**src/rtl/l1dc_pkg.sv**
```systemverilog
`timescale 1ns/1ps
package l1dc_pkg;
  typedef enum logic [1:0] {ST_HIT = 2'd0, ST_MISS = 2'd1, ST_FAIL = 2'd2, ST_NONE = 2'd3} resp_e;
  typedef enum logic [1:0] {POL_RO = 2'd0, POL_WB = 2'd1, POL_WT = 2'd2, POL_WE = 2'd3} pol_e;
  typedef enum logic [1:0] {LS_INVALID = 2'd0, LS_VALID = 2'd1, LS_MODIFIED = 2'd2} line_e;
  typedef enum logic [1:0] {MQ_FILL = 2'd0, MQ_WRITE = 2'd1, MQ_WRBACK = 2'd2} mqkind_e;

  // Lookup summary from datapath to control.
  typedef struct packed {
    logic    hit;
    logic    victimFound;
    logic    victimDirty;
    logic    mshrHit;
    logic    mshrCanMerge;
    logic    mshrFree;
    logic    slot1;
    logic    slot2;
  } look_t;

  // Strobes from control to datapath.
  typedef struct packed {
    logic    touchHit;
    logic    markDirty;
    logic    markInvalid;
    logic    allocate;
    logic    mshrNew;
    logic    mshrMerge;
    logic    pushReq;
    mqkind_e pushReqKind;
    logic    pushVictim;
  } strobe_t;
endpackage

```
**src/rtl/l1dc_control.sv**
```systemverilog
`timescale 1ns/1ps
module l1dc_control
  import l1dc_pkg::*;
(
  input  logic    reqValid,
  input  logic    reqWrite,
  input  logic    reqAtomic,
  input  logic    reqGlobal,
  input  pol_e    policy,
  input  look_t   look,
  output resp_e   status,
  output strobe_t stb
);
  always_comb begin
    stb    = '0;
    status = ST_NONE;
    if (reqValid) begin
      if (reqWrite) begin
        if (policy == POL_RO) begin
          status = ST_FAIL;
        end else if (look.hit) begin
          if (policy == POL_WB && !reqGlobal) begin
            status        = ST_HIT;
            stb.touchHit  = 1'b1;
            stb.markDirty = 1'b1;
          end else if (!look.slot1) begin
            status = ST_FAIL;
          end else if (policy == POL_WE || reqGlobal) begin
            status          = ST_HIT;
            stb.pushReq     = 1'b1;
            stb.pushReqKind = MQ_WRITE;
            stb.markInvalid = 1'b1;
          end else begin
            status          = ST_HIT;
            stb.pushReq     = 1'b1;
            stb.pushReqKind = MQ_WRITE;
            stb.touchHit    = 1'b1;
          end
        end else if (look.slot1) begin
          status          = ST_MISS;
          stb.pushReq     = 1'b1;
          stb.pushReqKind = MQ_WRITE;
        end else begin
          status = ST_FAIL;
        end
      end else begin
        if (look.hit) begin
          status        = ST_HIT;
          stb.touchHit  = 1'b1;
          stb.markDirty = reqAtomic && reqGlobal;
        end else if (!look.slot2) begin
          status = ST_FAIL;
        end else if (look.mshrHit) begin
          if (look.mshrCanMerge) begin
            status        = ST_MISS;
            stb.mshrMerge = 1'b1;
          end else begin
            status = ST_FAIL;
          end
        end else if (look.mshrFree && look.victimFound) begin
          status          = ST_MISS;
          stb.allocate    = 1'b1;
          stb.mshrNew     = 1'b1;
          stb.pushReq     = 1'b1;
          stb.pushReqKind = MQ_FILL;
          stb.pushVictim  = look.victimDirty;
        end else begin
          status = ST_FAIL;
        end
      end
    end
  end
endmodule

```
**src/rtl/l1dc_mshr.sv**
```systemverilog
`timescale 1ns/1ps
module l1dc_mshr #(
  parameter int LINE_W    = 12,
  parameter int WAY_W     = 1,
  parameter int MSHR_N    = 2,
  parameter int MAX_MERGE = 2
) (
  input  logic              clk,
  input  logic              rstN,
  input  logic [LINE_W-1:0] lookLine,
  output logic              hit,
  output logic              canMerge,
  output logic              freeAvail,
  input  logic              doNew,
  input  logic [WAY_W-1:0]  newWay,
  input  logic              doMerge,
  input  logic              fillValid,
  input  logic [LINE_W-1:0] fillLine,
  output logic              fillHit,
  output logic [WAY_W-1:0]  fillWay
);
  localparam int IDX_W = (MSHR_N > 1) ? $clog2(MSHR_N) : 1;
  localparam int MRG_W = $clog2(MAX_MERGE + 1);

  logic              vldQ  [MSHR_N];
  logic [LINE_W-1:0] lineQ [MSHR_N];
  logic [WAY_W-1:0]  wayQ  [MSHR_N];
  logic [MRG_W-1:0]  cntQ  [MSHR_N];

  logic [IDX_W-1:0] hitIdx, freeIdx, fillIdx;

  always_comb begin
    hit = 1'b0; hitIdx = '0;
    freeAvail = 1'b0; freeIdx = '0;
    fillHit = 1'b0; fillIdx = '0;
    for (int e = MSHR_N - 1; e >= 0; e--) begin
      if (vldQ[e] && lineQ[e] == lookLine) begin
        hit = 1'b1; hitIdx = IDX_W'(e);
      end
      if (!vldQ[e]) begin
        freeAvail = 1'b1; freeIdx = IDX_W'(e);
      end
      if (fillValid && vldQ[e] && lineQ[e] == fillLine) begin
        fillHit = 1'b1; fillIdx = IDX_W'(e);
      end
    end
    canMerge = hit && (cntQ[hitIdx] < MRG_W'(MAX_MERGE));
    fillWay  = wayQ[fillIdx];
  end

  always_ff @(posedge clk) begin
    if (!rstN) begin
      for (int e = 0; e < MSHR_N; e++) begin
        vldQ[e]  <= 1'b0;
        lineQ[e] <= '0;
        wayQ[e]  <= '0;
        cntQ[e]  <= '0;
      end
    end else begin
      if (doNew) begin
        vldQ[freeIdx]  <= 1'b1;
        lineQ[freeIdx] <= lookLine;
        wayQ[freeIdx]  <= newWay;
        cntQ[freeIdx]  <= MRG_W'(1);
      end
      if (doMerge) cntQ[hitIdx] <= cntQ[hitIdx] + 1'b1;
      if (fillHit) vldQ[fillIdx] <= 1'b0;
    end
  end
endmodule

```
**src/rtl/l1dc_missq.sv**
```systemverilog
`timescale 1ns/1ps
module l1dc_missq
  import l1dc_pkg::*;
#(
  parameter int LINE_W = 12,
  parameter int DEPTH  = 4,
  localparam int PTR_W = $clog2(DEPTH),
  localparam int CNT_W = $clog2(DEPTH + 1)
) (
  input  logic              clk,
  input  logic              rstN,
  input  logic              pushA,
  input  mqkind_e           kindA,
  input  logic [LINE_W-1:0] lineA,
  input  logic              pushB,
  input  mqkind_e           kindB,
  input  logic [LINE_W-1:0] lineB,
  input  logic              popReady,
  output logic              headValid,
  output mqkind_e           headKind,
  output logic [LINE_W-1:0] headLine,
  output logic [CNT_W-1:0]  count
);
  mqkind_e           kindQ [DEPTH];
  logic [LINE_W-1:0] lineQ [DEPTH];
  logic [PTR_W-1:0]  rdQ, wrQ, bWr, wrNext;
  logic              pop;

  function automatic logic [PTR_W-1:0] nxt(input logic [PTR_W-1:0] p);
    return (p == PTR_W'(DEPTH - 1)) ? '0 : p + 1'b1;
  endfunction

  assign headValid = (count != '0);
  assign headKind  = kindQ[rdQ];
  assign headLine  = lineQ[rdQ];
  assign pop       = popReady && headValid;
  assign bWr       = pushA ? nxt(wrQ) : wrQ;
  assign wrNext    = pushB ? nxt(bWr) : bWr;

  always_ff @(posedge clk) begin
    if (!rstN) begin
      rdQ   <= '0;
      wrQ   <= '0;
      count <= '0;
      for (int i = 0; i < DEPTH; i++) begin
        kindQ[i] <= MQ_FILL;
        lineQ[i] <= '0;
      end
    end else begin
      if (pushA) begin
        kindQ[wrQ] <= kindA;
        lineQ[wrQ] <= lineA;
      end
      if (pushB) begin
        kindQ[bWr] <= kindB;
        lineQ[bWr] <= lineB;
      end
      wrQ   <= wrNext;
      if (pop) rdQ <= nxt(rdQ);
      count <= count + CNT_W'(pushA) + CNT_W'(pushB) - CNT_W'(pop);
    end
  end
endmodule

```
**src/rtl/l1dc_datapath.sv**
```systemverilog
`timescale 1ns/1ps
module l1dc_datapath
  import l1dc_pkg::*;
#(
  parameter int ADDR_W     = 16,
  parameter int LINE_BYTES = 16,
  parameter int SETS       = 4,
  parameter int WAYS       = 2,
  parameter int MQ_DEPTH   = 4,
  parameter int MSHR_N     = 2,
  parameter int MAX_MERGE  = 2,
  localparam int OFF_W  = $clog2(LINE_BYTES),
  localparam int IDX_W  = $clog2(SETS),
  localparam int TAG_W  = ADDR_W - OFF_W - IDX_W,
  localparam int LINE_W = ADDR_W - OFF_W,
  localparam int WAY_W  = $clog2(WAYS),
  localparam int CNT_W  = $clog2(MQ_DEPTH + 1)
) (
  input  logic              clk,
  input  logic              rstN,
  input  logic [ADDR_W-1:0] reqAddr,
  input  strobe_t           stb,
  output look_t             look,
  input  logic              fillValid,
  input  logic [LINE_W-1:0] fillLine,
  input  logic              mqReady,
  output logic              mqValid,
  output mqkind_e           mqKind,
  output logic [LINE_W-1:0] mqLine,
  output logic [CNT_W-1:0]  mqCount
);
  logic [IDX_W-1:0]  reqSet;
  logic [TAG_W-1:0]  reqTag;
  logic [LINE_W-1:0] reqLine;
  logic              unusedOffset;

  assign reqSet       = reqAddr[OFF_W +: IDX_W];
  assign reqTag       = reqAddr[ADDR_W-1 -: TAG_W];
  assign reqLine      = reqAddr[ADDR_W-1:OFF_W];
  assign unusedOffset = ^reqAddr[OFF_W-1:0];

  logic [TAG_W-1:0] tagQ  [SETS][WAYS];
  line_e            stQ   [SETS][WAYS];
  logic             pendQ [SETS][WAYS];
  logic [WAY_W-1:0] rankQ [SETS][WAYS];

  logic             hitAny, invFound, oldFound;
  logic [WAY_W-1:0] hitWay, invWay, oldWay, vicWay, touchWay;
  logic             doTouch;
  logic [LINE_W-1:0] vicLine;

  always_comb begin
    hitAny = 1'b0; hitWay = '0;
    invFound = 1'b0; invWay = '0;
    oldFound = 1'b0; oldWay = '0;
    for (int w = 0; w < WAYS; w++) begin
      if (stQ[reqSet][w] != LS_INVALID && tagQ[reqSet][w] == reqTag) begin
        hitAny = 1'b1; hitWay = WAY_W'(w);
      end
      if (!pendQ[reqSet][w] && (!oldFound || rankQ[reqSet][w] > rankQ[reqSet][oldWay])) begin
        oldFound = 1'b1; oldWay = WAY_W'(w);
      end
    end
    for (int w = WAYS - 1; w >= 0; w--) begin
      if (stQ[reqSet][w] == LS_INVALID && !pendQ[reqSet][w]) begin
        invFound = 1'b1; invWay = WAY_W'(w);
      end
    end
    vicWay = invFound ? invWay : oldWay;
  end

  assign vicLine  = {tagQ[reqSet][vicWay], reqSet};
  assign doTouch  = stb.touchHit || stb.allocate;
  assign touchWay = stb.allocate ? vicWay : hitWay;

  logic             mshrHit, mshrCanMerge, mshrFree, fillHit;
  logic [WAY_W-1:0] fillWay;
  logic [IDX_W-1:0] fillSet;
  assign fillSet = fillLine[IDX_W-1:0];

  l1dc_mshr #(
    .LINE_W(LINE_W), .WAY_W(WAY_W), .MSHR_N(MSHR_N), .MAX_MERGE(MAX_MERGE)
  ) i_mshr (
    .clk(clk), .rstN(rstN),
    .lookLine(reqLine), .hit(mshrHit), .canMerge(mshrCanMerge), .freeAvail(mshrFree),
    .doNew(stb.mshrNew), .newWay(vicWay), .doMerge(stb.mshrMerge),
    .fillValid(fillValid), .fillLine(fillLine), .fillHit(fillHit), .fillWay(fillWay)
  );

  l1dc_missq #(
    .LINE_W(LINE_W), .DEPTH(MQ_DEPTH)
  ) i_missq (
    .clk(clk), .rstN(rstN),
    .pushA(stb.pushReq), .kindA(stb.pushReqKind), .lineA(reqLine),
    .pushB(stb.pushVictim), .kindB(MQ_WRBACK), .lineB(vicLine),
    .popReady(mqReady), .headValid(mqValid), .headKind(mqKind), .headLine(mqLine),
    .count(mqCount)
  );

  always_comb begin
    look              = '0;
    look.hit          = hitAny;
    look.victimFound  = invFound || oldFound;
    look.victimDirty  = (stQ[reqSet][vicWay] == LS_MODIFIED);
    look.mshrHit      = mshrHit;
    look.mshrCanMerge = mshrCanMerge;
    look.mshrFree     = mshrFree;
    look.slot1        = (int'(mqCount) + 1 <= MQ_DEPTH);
    look.slot2        = (int'(mqCount) + 2 <= MQ_DEPTH);
  end

  always_ff @(posedge clk) begin
    if (!rstN) begin
      for (int s = 0; s < SETS; s++) begin
        for (int w = 0; w < WAYS; w++) begin
          tagQ[s][w]  <= '0;
          stQ[s][w]   <= LS_INVALID;
          pendQ[s][w] <= 1'b0;
          rankQ[s][w] <= WAY_W'(w);
        end
      end
    end else begin
      if (fillHit) begin
        stQ[fillSet][fillWay]   <= LS_VALID;
        pendQ[fillSet][fillWay] <= 1'b0;
      end
      if (doTouch) begin
        for (int w = 0; w < WAYS; w++) begin
          if (rankQ[reqSet][w] < rankQ[reqSet][touchWay])
            rankQ[reqSet][w] <= rankQ[reqSet][w] + 1'b1;
        end
        rankQ[reqSet][touchWay] <= '0;
      end
      if (stb.markDirty)   stQ[reqSet][hitWay] <= LS_MODIFIED;
      if (stb.markInvalid) stQ[reqSet][hitWay] <= LS_INVALID;
      if (stb.allocate) begin
        tagQ[reqSet][vicWay]  <= reqTag;
        stQ[reqSet][vicWay]   <= LS_INVALID;
        pendQ[reqSet][vicWay] <= 1'b1;
      end
    end
  end
endmodule

```
**src/rtl/l1dc_top.sv**
```systemverilog
`timescale 1ns/1ps
module l1dc_top
  import l1dc_pkg::*;
#(
  parameter int ADDR_W     = 16,
  parameter int LINE_BYTES = 16,
  parameter int SETS       = 4,
  parameter int WAYS       = 2,
  parameter int MQ_DEPTH   = 4,
  parameter int MSHR_N     = 2,
  parameter int MAX_MERGE  = 2,
  localparam int LINE_W = ADDR_W - $clog2(LINE_BYTES),
  localparam int CNT_W  = $clog2(MQ_DEPTH + 1)
) (
  input  logic              clk,
  input  logic              rstN,
  input  logic [1:0]        wrPolicy,
  input  logic              reqValid,
  input  logic [ADDR_W-1:0] reqAddr,
  input  logic              reqWrite,
  input  logic              reqAtomic,
  input  logic              reqGlobal,
  output logic [1:0]        respStatus,
  input  logic              fillValid,
  input  logic [LINE_W-1:0] fillLine,
  input  logic              mqReady,
  output logic              mqValid,
  output logic [1:0]        mqKind,
  output logic [LINE_W-1:0] mqLine
);
  look_t            look;
  strobe_t          stb;
  resp_e            status;
  mqkind_e          headKind;
  logic [CNT_W-1:0] mqCount;

  l1dc_control i_control (
    .reqValid(reqValid), .reqWrite(reqWrite), .reqAtomic(reqAtomic), .reqGlobal(reqGlobal),
    .policy(pol_e'(wrPolicy)), .look(look), .status(status), .stb(stb)
  );

  l1dc_datapath #(
    .ADDR_W(ADDR_W), .LINE_BYTES(LINE_BYTES), .SETS(SETS), .WAYS(WAYS),
    .MQ_DEPTH(MQ_DEPTH), .MSHR_N(MSHR_N), .MAX_MERGE(MAX_MERGE)
  ) i_datapath (
    .clk(clk), .rstN(rstN), .reqAddr(reqAddr), .stb(stb), .look(look),
    .fillValid(fillValid), .fillLine(fillLine), .mqReady(mqReady),
    .mqValid(mqValid), .mqKind(headKind), .mqLine(mqLine), .mqCount(mqCount)
  );

  assign respStatus = status;
  assign mqKind     = headKind;
endmodule

```
**config.mk**
```make
export PLATFORM = sky130hd
export DESIGN_NAME = l1dc_top
export DESIGN_NICKNAME = d
export VERILOG_FILES = /design/src/rtl/l1dc_pkg.sv /design/src/rtl/l1dc_control.sv /design/src/rtl/l1dc_mshr.sv /design/src/rtl/l1dc_missq.sv /design/src/rtl/l1dc_datapath.sv /design/src/rtl/l1dc_top.sv
export SDC_FILE = /design/constraint.sdc
export NUM_CORES = 1
export LEC_CHECK = 0
export ABC_CLOCK_PERIOD_IN_PS = 9400
export BUFFER_PORTS_ARGS = -buffer_cell sky130_fd_sc_hd__buf_2
export CAP_MARGIN = 0
export CORE_MARGIN = 1
export CORE_UTILIZATION = 33
export CTS_CLUSTER_DIAMETER = 40
export CTS_CLUSTER_SIZE = 30
export DETAILED_ROUTE_END_ITERATION = 10
export PLACE_DENSITY_LB_ADDON = 0.2
export SYNTH_ARGS = -nofsm -noshare
export SYNTH_HDL_FRONTEND = slang
export SYNTH_SLANG_ARGS = --single-unit
```
**constraint.sdc**
```tcl
create_clock -name clk -period 9.4 [get_ports clk]
set_clock_uncertainty 0.2 [all_clocks]
set_input_delay 0.47 -clock clk [delete_from_list [all_inputs] [get_ports clk]]
set_output_delay 0.47 -clock clk [all_outputs]
set_load 0.02 [all_outputs]
```
==> flow_summary.json, run 1 <==
{
  "status": "completed",
  "vdd_drop_max_mv": 0.1256,
  "synth_seq_cells": 209,
  "rrSetupSlack_ns": 4.22,
  "routabilityCongestion": 0.8270,
  "grt_usage_pct": 17.66,
  "drive_gt1_share_pct": 19.98,
  "cts_tree": "done",
  "worstSetupPathType": "input port to flip-flop",
  "cts.clk_slew.worst_paths_ns": 0.05,
  "routed_via_density": 5.183,
  "first_iter_violations": 486,
  "hold_class": "input port to flip-flop",
  "area_delta_synth_final_pct": 17.29,
  "fmax_mhz": 179.2,
  "ys_types": 67,
  "fin_nets": 1013,
  "setup_tns_ns": 0,
  "grt-ovfl-total": 0,
  "fillers": 3289,
  "wirelength_mm": 30.58,
  "arrival_ns": 5.44,
  "n_antenna_cell": 0,
  "avgSynthCellArea_um2": 12.08,
  "r2r-end": "i_datapath.i_missq.lineQ[2][7]",
  "preCtsSetupSlack_ns": 3.208,
  "slew_headroom_pct": 21.36,
  "clk-insertion-delay-late_ns": 0.52,
  "leakagePower_nw": 4.828,
  "tightest_slew_ns": 1.172,
  "finalSetupViolCount": 0,
  "syn_nets": 978,
  "routed-wl-met2_mm": 14.98,
  "root_buffer": "clkbuf_16",
  "cts_made_buffers": 39,
  "die_w_um": 186.5,
  "wl_met3_mm": 1.169,
  "ys_seq_area_share_pct": 52.47,
  "layout_min_cycle_time_ns": 5.580,
  "core_area_um2": 33530,
  "top_layer": "met4",
  "antenna_found_initial": 0,
  "route.detailed.drc": 0,
  "yosysWarnings": 0,
  "fin_crit_sh_pct": 59.37,
  "antenna_left": 0,
  "cts.sinks": 209,
  "final_hold_viol_count": 0,
  "io_pins": 55,
  "cts_resized": 0,
  "num_rows": 67,
  "min_from": "mqReady",
  "synthCells": 930,
  "initial_core_util_pct": 33.51,
  "cap_violations": 0,
  "wl_per_cell_um": 21.25,
  "synth_edf_count": 171,
  "critPathRequiredTime_ns": 9.26,
  "grt_pass1_vias": 7562,
  "r2r_cells": 11,
  "synth_area_um2": 11240,
  "die_area_um2": 34790,
  "drv_slew": 0,
  "numPortBuffers": 50,
  "cp_max_fo": 37,
  "end_kind": "flip-flop",
  "r2r_start": "i_datapath.tagQ[2][18]",
  "holdPathStages": 4,
  "start_kind": "input port",
  "power_density_nw_per_um2": 225.3,
  "grt_pass1_wl_mm": 46.45,
  "wl_met1_mm": 13.78,
  "rsz0062_at_grt": "no",
  "grt_max_degree": 60,
  "timing.final.ws_setup_ns": 3.820,
  "dp_hpwl_mm": 21.01,
  "cts_hold_buf": 0,
  "ys_async_sr_fraction_pct": 0,
  "synth_flop_cell": "edfxtp_1",
  "post_cts_buffers": 0,
  "drt-pass1-iter-count": 4,
  "cts_buffer_depth": 3,
  "routed-via-count": 7458,
  "fp.dieH_um": 186.5,
  "htree_levels": 2
}
-- cells by family after synthesis --
logic type | count (synthesis) | synth area share (%)
fa+ha+maj | 10 | 1.247
flops | 209 | 52.47
compound gates | 157 | 9.833
simple gates | 330 | 15.74
xor+xnor | 73 | 5.690
mux | 64 | 11.79
buf+inv | 87 | 3.229
-- worst max-delay path, stage by stage --
cell,delay [ns]
buf_4,0.32
buf_4,0.61
mux4_1,0.79
nand2_1,0.16
nand3_1,0.14
nor4b_1,0.40
nor3b_1,0.74
o22ai_2,0.28
mux2i_1,0.37
inv_1,0.11
ha_1,0.20
nand2_1,0.23
nand3_1,0.56
-- cell usage in the layout, fill, tap and decap left out, types with 32 or more instances in the layout --
master | Yosys | layout
edfxtp_1 | 171 | 171
and2_1 | 87 | 87
nand2_1 | 74 | 74
nor2_1 | 53 | 53
xnor2_1 | 53 | 53
mux4_2 | 52 | 52
buf_2 | 7 | 49
clkbuf_16 | 0 | 42
dfxtp_1 | 38 | 38
o21ai_0 | 33 | 32
-- area by class of cell --
class,count,area [um^2],share of cell area [%]
Inverter,15,56.30,0.4272
Timing Repair Buffer,66,372.9,2.829
Multi-Input combinational cell,634,4996,37.91
Clock inverter,19,214.0,1.623
Tap cell,448,560.5,4.253
Clock buffer,48,1084,8.222
Sequential cell,209,5896,44.74
-- registers in the layout, summed over array words and instances, names as in the netlist, named ones only --
name,count
i_datapath.pendQ,8
i_datapath.i_missq.wrQ,2
i_datapath.i_mshr.vldQ,2
i_datapath.rankQ,8
i_datapath.i_mshr.wayQ,2
i_datapath.i_missq.lineQ,48
i_datapath.i_missq.count,3
i_datapath.stQ,16
i_datapath.tagQ,80
i_datapath.i_missq.kindQ,8
i_datapath.i_mshr.lineQ,24
i_datapath.i_missq.rdQ,2
i_datapath.i_mshr.cntQ,4
-- worst max path at each step --
stage | endpoint | slack (ns) | start
after floorplan | i_datapath.i_missq.lineQ[2][11] | 5.01 | reqAddr[4]
after global placement | i_datapath.i_missq.lineQ[2][3] | 3.19 | reqAddr[4]
after detailed placement | i_datapath.i_missq.lineQ[2][3] | 3.21 | reqAddr[4]
after CTS | i_datapath.i_missq.lineQ[2][7] | 3.74 | reqAddr[4]
after global routing | i_datapath.i_missq.lineQ[0][7] | 3.46 | reqAddr[4]
final | i_datapath.i_missq.lineQ[2][7] | 3.82 | reqAddr[4]
-- metrics by stage --
stage	total power (W)	hold slack [ns]	instances	util, %	cell area (um^2)
6_report	0.002970	0.1391	1439	39.30	13180
5_1_grt	0.003094	0.1850	1439	39.30	13180
3_3_place_gp	0.001601	0.2264	1372	35.43	11880
3_5_place_dp	0.001606	0.2350	1372	35.43	11880
2_1_floorplan	0.001462	0.2179	930	-	11240
4_1_cts	0.003003	0.1278	1439	39.30	13180
-- synthesized netlist by cell type, drive strengths merged (6+ instances only) --
master / count / area (um^2)
mux2i: 9 / 90.09
ha: 8 / 100.1
and2: 88 / 553.0
o21ai: 33 / 165.2
o2bb2ai: 13 / 113.9
nor4: 8 / 65.06
buf: 16 / 95.09
a21oi: 29 / 145.1
clkbuf: 56 / 211.5
xnor2: 53 / 464.2
nand2: 74 / 277.8
a22o: 29 / 254.0
nor2b: 10 / 62.56
nor2: 55 / 211.5
nand3b: 7 / 52.55
dfxtp: 38 / 760.7
mux4: 54 / 1224
a31o: 6 / 52.55
a31oi: 6 / 37.54
inv: 12 / 45.04
nand3: 21 / 105.1
and3: 21 / 131.4
nor3: 12 / 71.32
a21o: 8 / 60.06
edfxtp: 171 / 5135
xor2: 20 / 175.2
nand2b: 8 / 50.05
nand4: 10 / 62.56
-- layer usage --
layer	vias up	track usage, %
met1	3720	23.10
met3	47	3.498
met5	-	0
met2	145	29.56
met4	0	5.265
li1	3546	-
-- power by group --
part | total [W] | switching (W) | internal (W) | leakage (nW)
combinational | 0.000454 | 0.000272 | 0.000182 | 2.14
sequential | 0.00113 | 0.0000529 | 0.00107 | 2.06
clock | 0.00139 | 0.000465 | 0.000923 | 0.625
total | 0.00297 | 0.000790 | 0.00218 | 4.83
No activity file was read; power rests on OpenSTA's default activity.
==> run 2: changes to the inputs <==
--- a/config.mk
+++ b/config.mk
@@ -5,7 +5,7 @@
 export SDC_FILE = /design/constraint.sdc
 export NUM_CORES = 1
 export LEC_CHECK = 0
-export ABC_CLOCK_PERIOD_IN_PS = 9400
+export ABC_CLOCK_PERIOD_IN_PS = 5500
 export BUFFER_PORTS_ARGS = -buffer_cell sky130_fd_sc_hd__buf_2
 export CAP_MARGIN = 0
 export CORE_MARGIN = 1
==> constraint.sdc (replaced) <==
create_clock -name clk -period 5.5 [get_ports clk]
set_clock_uncertainty 0.2 [all_clocks]
set_input_delay 0.275 -clock clk [delete_from_list [all_inputs] [get_ports clk]]
set_output_delay 0.275 -clock clk [all_outputs]
set_load 0.02 [all_outputs]
==> flow_summary.json, run 2 (same netlist as run 1, synthesis figures left out) <==
{
  "status": "completed",
  "crit_slowest_cell": "nor4_4",
  "fmax_mhz": 229.6,
  "hold_class": "input port to flip-flop",
  "fin_nets": 1043,
  "die_w_um": 186.5,
  "cts_made_buffers": 37,
  "p_sw_share_pct": 26.92,
  "rrSetupSlack_ns": 1.14,
  "die_area_um2": 34790,
  "end_kind": "flip-flop",
  "drv_slew": 0,
  "final_cell_mix": "edfxtp_1, and2_1, nand2_1, nor2_1, xnor2_1",
  "cts.sinks": 209,
  "htree_levels": 2,
  "slew_headroom_pct": 33.18,
  "leakagePower_nw": 4.975,
  "first_iter_violations": 548,
  "top_regs": "i_datapath.tagQ: 80 flops, i_datapath.i_missq.lineQ: 48 flops, i_datapath.i_mshr.lineQ: 24 flops",
  "grt-ovfl-total": 0,
  "p_int_w": 0.003635,
  "initial_core_util_pct": 33.51,
  "worstSetupPathType": "flip-flop to flip-flop",
  "start_kind": "flip-flop",
  "root_buffer": "clkbuf_16",
  "final_common_cell": "edfxtp_1",
  "core_area_um2": 33530,
  "routed-via-count": 7620,
  "grt_pass1_wl_mm": 47.10,
  "final_hold_viol_count": 0,
  "largest_reg_flops": 80,
  "cap_violations": 0,
  "layout_min_cycle_time_ns": 4.356,
  "route.detailed.drc": 0,
  "regArea_um2": 5896,
  "switchingPower_w": 0.001339,
  "cts.clk_slew.worst_paths_ns": 0.05,
  "routed_via_density": 5.177,
  "fp.dieH_um": 186.5,
  "num_rows": 67,
  "holdPathStages": 3,
  "io_pins": 55,
  "drive_gt1_share_pct": 22.46,
  "post_cts_buffers": 0,
  "wirelength_mm": 30.47,
  "grt_pass1_vias": 7870,
  "vdd_drop_max_mv": 0.1936,
  "fin_crit_sh_pct": 79.20,
  "grt_max_degree": 59,
  "drt-pass1-iter-count": 5,
  "r2r-end": "i_datapath.i_missq.lineQ[0][9]",
  "n_antenna_cell": 0,
  "total_power_w": 0.004974,
  "clk-insertion-delay-late_ns": 0.51,
  "largest_register": "i_datapath.tagQ",
  "slowest_delay_ns": 0.61,
  "area_delta_synth_final_pct": 18.95,
  "grt_usage_pct": 17.68,
  "numPortBuffers": 50,
  "hold_path_end": "i_datapath.stQ[3][0]",
  "cpMostUsedCell": "buf_4",
  "antenna_found_initial": 1,
  "antenna_left": 0,
  "power_density_nw_per_um2": 372.1,
  "seq_power_share_pct": 38.7,
  "rsz0062_at_grt": "no",
  "routabilityCongestion": 0.8368,
  "clockPowerShare_pct": 45.4,
  "r2r_cells": 13,
  "cts_resized": 0,
  "dp_hpwl_mm": 21.54,
  "r2r_start": "i_datapath.tagQ[0][18]",
  "cp_max_fo": 10,
  "cts_tree": "done",
  "wl_per_cell_um": 20.70,
  "cp_cell_sequence": "mux4_1, xor2_1, or4_1, nor3_1, buf_4, nor3b_1, o22ai_2, buf_4, a21oi_1, ha_1, and2_4, nor4_4, a22o_1",
  "fillers": 3243,
  "arrival_ns": 4.52,
  "critPathRequiredTime_ns": 5.67,
  "tightest_slew_ns": 1.001,
  "p_comb_share_pct": 15.9,
  "multi_input_area_um2": 4996,
  "setup_tns_ns": 0,
  "cts_buffer_depth": 3,
  "finalSetupViolCount": 0,
  "min_from": "fillLine[0]"
}
## run 2: worst max-delay path, delay by kind of cell, from the launching register on
kind	cells	cell delay [ns]
compound gates	3	0.60
xor+xnor	1	0.16
fa+ha+maj	1	0.25
buf+inv	2	0.38
flops	1	0.41
mux	1	0.52
simple gates	5	1.69
## run 2: power by group through the flow
stage | combinational [W] | clock, W | sequential, W
final | 0.000790 | 0.00226 | 0.00193
after global routing | 0.000872 | 0.00237 | 0.00194
after CTS | 0.000803 | 0.00230 | 0.00193
after detailed placement | 0.000800 | 0 | 0.00196
after global placement | 0.000794 | 0 | 0.00196
after floorplan | 0.000593 | 0 | 0.00191
## run 2: final cells by class
class | count | share of cell area, %
Tap cell | 448 | 4.194
Multi-Input combinational cell | 634 | 37.38
Timing Repair Buffer | 98 | 4.606
Sequential cell | 209 | 44.11
Inverter | 15 | 0.4213
Clock buffer | 48 | 8.014
Clock inverter | 20 | 1.273
## run 2: metrics by stage
stage	hold slack (ns)	utilization (%)	instances	setup slack (ns)	area, um^2
2_1_floorplan	0.2179	-	930	1.303	11240
3_5_place_dp	0.2340	36.13	1403	0.7515	12110
5_1_grt	0.05613	39.86	1472	0.8905	13370
4_1_cts	0.05475	39.86	1472	1.072	13370
3_3_place_gp	0.2265	36.13	1403	0.7024	12110
6_report	0.06915	39.86	1472	1.144	13370
## run 2: timing repair
item                       in CTS  in global routing
hold buffers                    1                  0
setup endpoints to repair       0                  0
hold endpoints to repair        4                  0
## run 2: per-layer routing
metal	wire length, um	global-route usage (%)
met3	1292	2.652
met1	13600	23.30
met4	598	5.139
met2	14970	30.08
met5	0	0
## run 2: worst max path at each step
stage                            from                              end  slack [ns]  depth (start not counted)
4_1_cts        i_datapath.tagQ[3][17]   i_datapath.i_missq.lineQ[0][9]        1.07                         13
3_3_place_gp               reqAddr[4]   i_datapath.i_missq.lineQ[0][8]        0.70                         15
5_1_grt        i_datapath.tagQ[0][18]   i_datapath.i_missq.lineQ[0][9]        0.89                         13
6_report       i_datapath.tagQ[0][18]   i_datapath.i_missq.lineQ[0][9]        1.14                         13
2_1_floorplan              reqAddr[4]  i_datapath.i_missq.lineQ[2][11]        1.30                         16
3_5_place_dp               reqAddr[4]   i_datapath.i_missq.lineQ[0][9]        0.75                         15
==> run 3: changes to the inputs <==
--- a/config.mk
+++ b/config.mk
@@ -5,7 +5,7 @@
 export SDC_FILE = /design/constraint.sdc
 export NUM_CORES = 1
 export LEC_CHECK = 0
-export ABC_CLOCK_PERIOD_IN_PS = 5500
+export ABC_CLOCK_PERIOD_IN_PS = 4400
 export BUFFER_PORTS_ARGS = -buffer_cell sky130_fd_sc_hd__buf_2
 export CAP_MARGIN = 0
 export CORE_MARGIN = 1
==> constraint.sdc (replaced) <==
create_clock -name clk -period 4.4 [get_ports clk]
set_clock_uncertainty 0.2 [all_clocks]
set_input_delay 0.22 -clock clk [delete_from_list [all_inputs] [get_ports clk]]
set_output_delay 0.22 -clock clk [all_outputs]
set_load 0.02 [all_outputs]
==> flow_summary.json, run 3 (same netlist as run 1, synthesis figures left out) <==
{
  "drv_slew": 0,
  "cts.clk_slew.worst_paths_ns": 0.05,
  "cap_violations": 0,
  "grt_usage_pct": 17.67,
  "grt_pass1_vias": 8053,
  "start_kind": "flip-flop",
  "vdd_drop_max_mv": 0.2216,
  "cp_cell_sequence": "mux4_1, xor2_1, or4_1, nor3_2, buf_4, nor3b_1, o22ai_2, nor3_1, a21oi_1, buf_4, ha_1, and2_1, nor2_2, buf_12, a22o_1",
  "grt_pass1_wl_mm": 47.13,
  "power_density_nw_per_um2": 449.0,
  "r2r_cells": 15,
  "arrival_ns": 4.20,
  "hold_class": "input port to flip-flop",
  "fin_nets": 1069,
  "io_pins": 55,
  "wirelength_mm": 30.29,
  "route.detailed.drc": 0,
  "clk-insertion-delay-late_ns": 0.52,
  "cts_tree": "done",
  "crit_slowest_cell": "or4_1",
  "htree_levels": 2,
  "dp.cells": 1424,
  "area_delta_synth_final_pct": 20.66,
  "post_cts_buffers": 0,
  "finalSetupViolCount": 0,
  "die_area_um2": 34790,
  "setup_tns_ns": 0,
  "r2r-end": "i_datapath.i_missq.lineQ[2][11]",
  "critPathRequiredTime_ns": 4.46,
  "die_w_um": 186.5,
  "routabilityCongestion": 0.8511,
  "routed_via_density": 5.128,
  "end_kind": "flip-flop",
  "num_rows": 67,
  "min_from": "fillLine[0]",
  "instances_no_fill": 1496,
  "final_util_pct": 40.43,
  "routed-via-count": 7671,
  "core_area_um2": 33530,
  "slew_headroom_pct": 31.79,
  "largest_reg_flops": 80,
  "grt_max_degree": 59,
  "n_antenna_cell": 0,
  "status": "completed",
  "grt-ovfl-total": 0,
  "final_hold_viol_count": 0,
  "slowest_delay_ns": 0.56,
  "cpMostUsedCell": "buf_4",
  "antenna_found_initial": 0,
  "fp.dieH_um": 186.5,
  "rrSetupSlack_ns": 0.26,
  "largest_register": "i_datapath.tagQ",
  "worstSetupPathType": "flip-flop to flip-flop",
  "r2r_start": "i_datapath.tagQ[0][18]",
  "cts_made_buffers": 37,
  "cts_buffer_depth": 3,
  "cts.sinks": 209,
  "antenna_left": 0,
  "initial_core_util_pct": 33.51,
  "root_buffer": "clkbuf_16",
  "cp_max_fo": 10,
  "holdPathStages": 3,
  "dp_hpwl_mm": 22.10,
  "leakagePower_nw": 5.058,
  "tightest_slew_ns": 1.019,
  "rsz0062_at_grt": "no",
  "fin_crit_sh_pct": 94.02,
  "final_cell_mix": "edfxtp_1, and2_1, nand2_1, buf_4",
  "top_regs": "i_datapath.tagQ: 80 flops, i_datapath.i_missq.lineQ: 48 flops, i_datapath.i_mshr.lineQ: 24 flops",
  "drt-pass1-iter-count": 4,
  "fmax_mhz": 241.7,
  "wl_per_cell_um": 20.25,
  "first_iter_violations": 413,
  "numPortBuffers": 50,
  "final_common_cell": "edfxtp_1",
  "hold_path_end": "i_datapath.stQ[3][0]",
  "drive_gt1_share_pct": 23.85,
  "layout_min_cycle_time_ns": 4.137
}
## run 3: cell count changes in the layout (fill, tap and decap cells not counted), moves of 2 or more
cell           before  now
clkinv_4            1    4
bufinv_16           2    0
clkbuf_8            4    0
buf_4              48   63
clkinv_1            7    5
clkbuf_1            4    6
buf_12              0    6
dlygate4sd3_1       1    6
## run 3: through the flow
step	worst slack (ns)	instance area [um^2]	power (W)	hold WS (ns)
floorplan	0.2583	11240	0.003123	0.2179
global placement	-0.1686	12350	0.003484	0.2344
detailed placement	-0.1542	12350	0.003497	0.2380
CTS	0.06372	13550	0.006158	0.008803
global route	0.02920	13560	0.006359	0.02864
finish	0.2630	13560	0.006087	0.02733
## run 3: timing repair
item / in CTS / in global routing
hold buffers: 6 / 0
resized for setup: 0 / 1
endpoints found under the hold margin: 21 / 0
setup endpoints to repair: 0 / 15
## run 3: layout make-up
type	count	area (um^2)
clock buffer	45	998.5
clock inverter	21	146.4
fill	3230	19980
inverter	15	56.30
multi-input combinational	634	5001
sequential	209	5896
tap	448	560.5
timing repair buffer	124	898.4
## run 3: how the worst max path moves through the flow
| stage | from | endpoint | slack [ns] | cells after the start |
|---|---|---|---|---|
| 6_report | i_datapath.tagQ[0][18] | i_datapath.i_missq.lineQ[2][11] | 0.26 | 15 |
| 5_1_grt | i_datapath.i_missq.count[1] | i_datapath.i_missq.lineQ[0][4] | 0.03 | 12 |
| 4_1_cts | i_datapath.tagQ[0][18] | i_datapath.i_missq.lineQ[0][8] | 0.06 | 13 |
| 3_5_place_dp | reqAddr[4] | i_datapath.i_missq.lineQ[0][8] | -0.15 | 15 |
| 3_3_place_gp | reqAddr[4] | i_datapath.i_missq.lineQ[0][3] | -0.17 | 14 |
| 2_1_floorplan | reqAddr[4] | i_datapath.i_missq.lineQ[2][11] | 0.26 | 16 |
## run 3: where the power goes
part           internal, W  switching, W  total, W
combinational     0.000451      0.000590   0.00104
clock              0.00163       0.00101   0.00264
sequential         0.00229      0.000115   0.00241
## run 3: critical path, delay by kind of cell, from the launching register on
| family | cells | cell delay, ns |
|---|---|---|
| AO/OA/AOI/OAI | 3 | 0.71 |
| XOR/XNOR | 1 | 0.16 |
| adder cells (fa/ha/maj) | 1 | 0.16 |
| buffers and inverters | 3 | 0.46 |
| flip-flops | 1 | 0.39 |
| multiplexers | 1 | 0.51 |
| AND/OR/NAND/NOR | 6 | 1.28 |
## run 3: metal layers
layer	wire [um]	GRT usage [%]
met4	723	5.769
met1	13180	22.09
met2	15160	30.87
met3	1223	3.047
met5	0	0
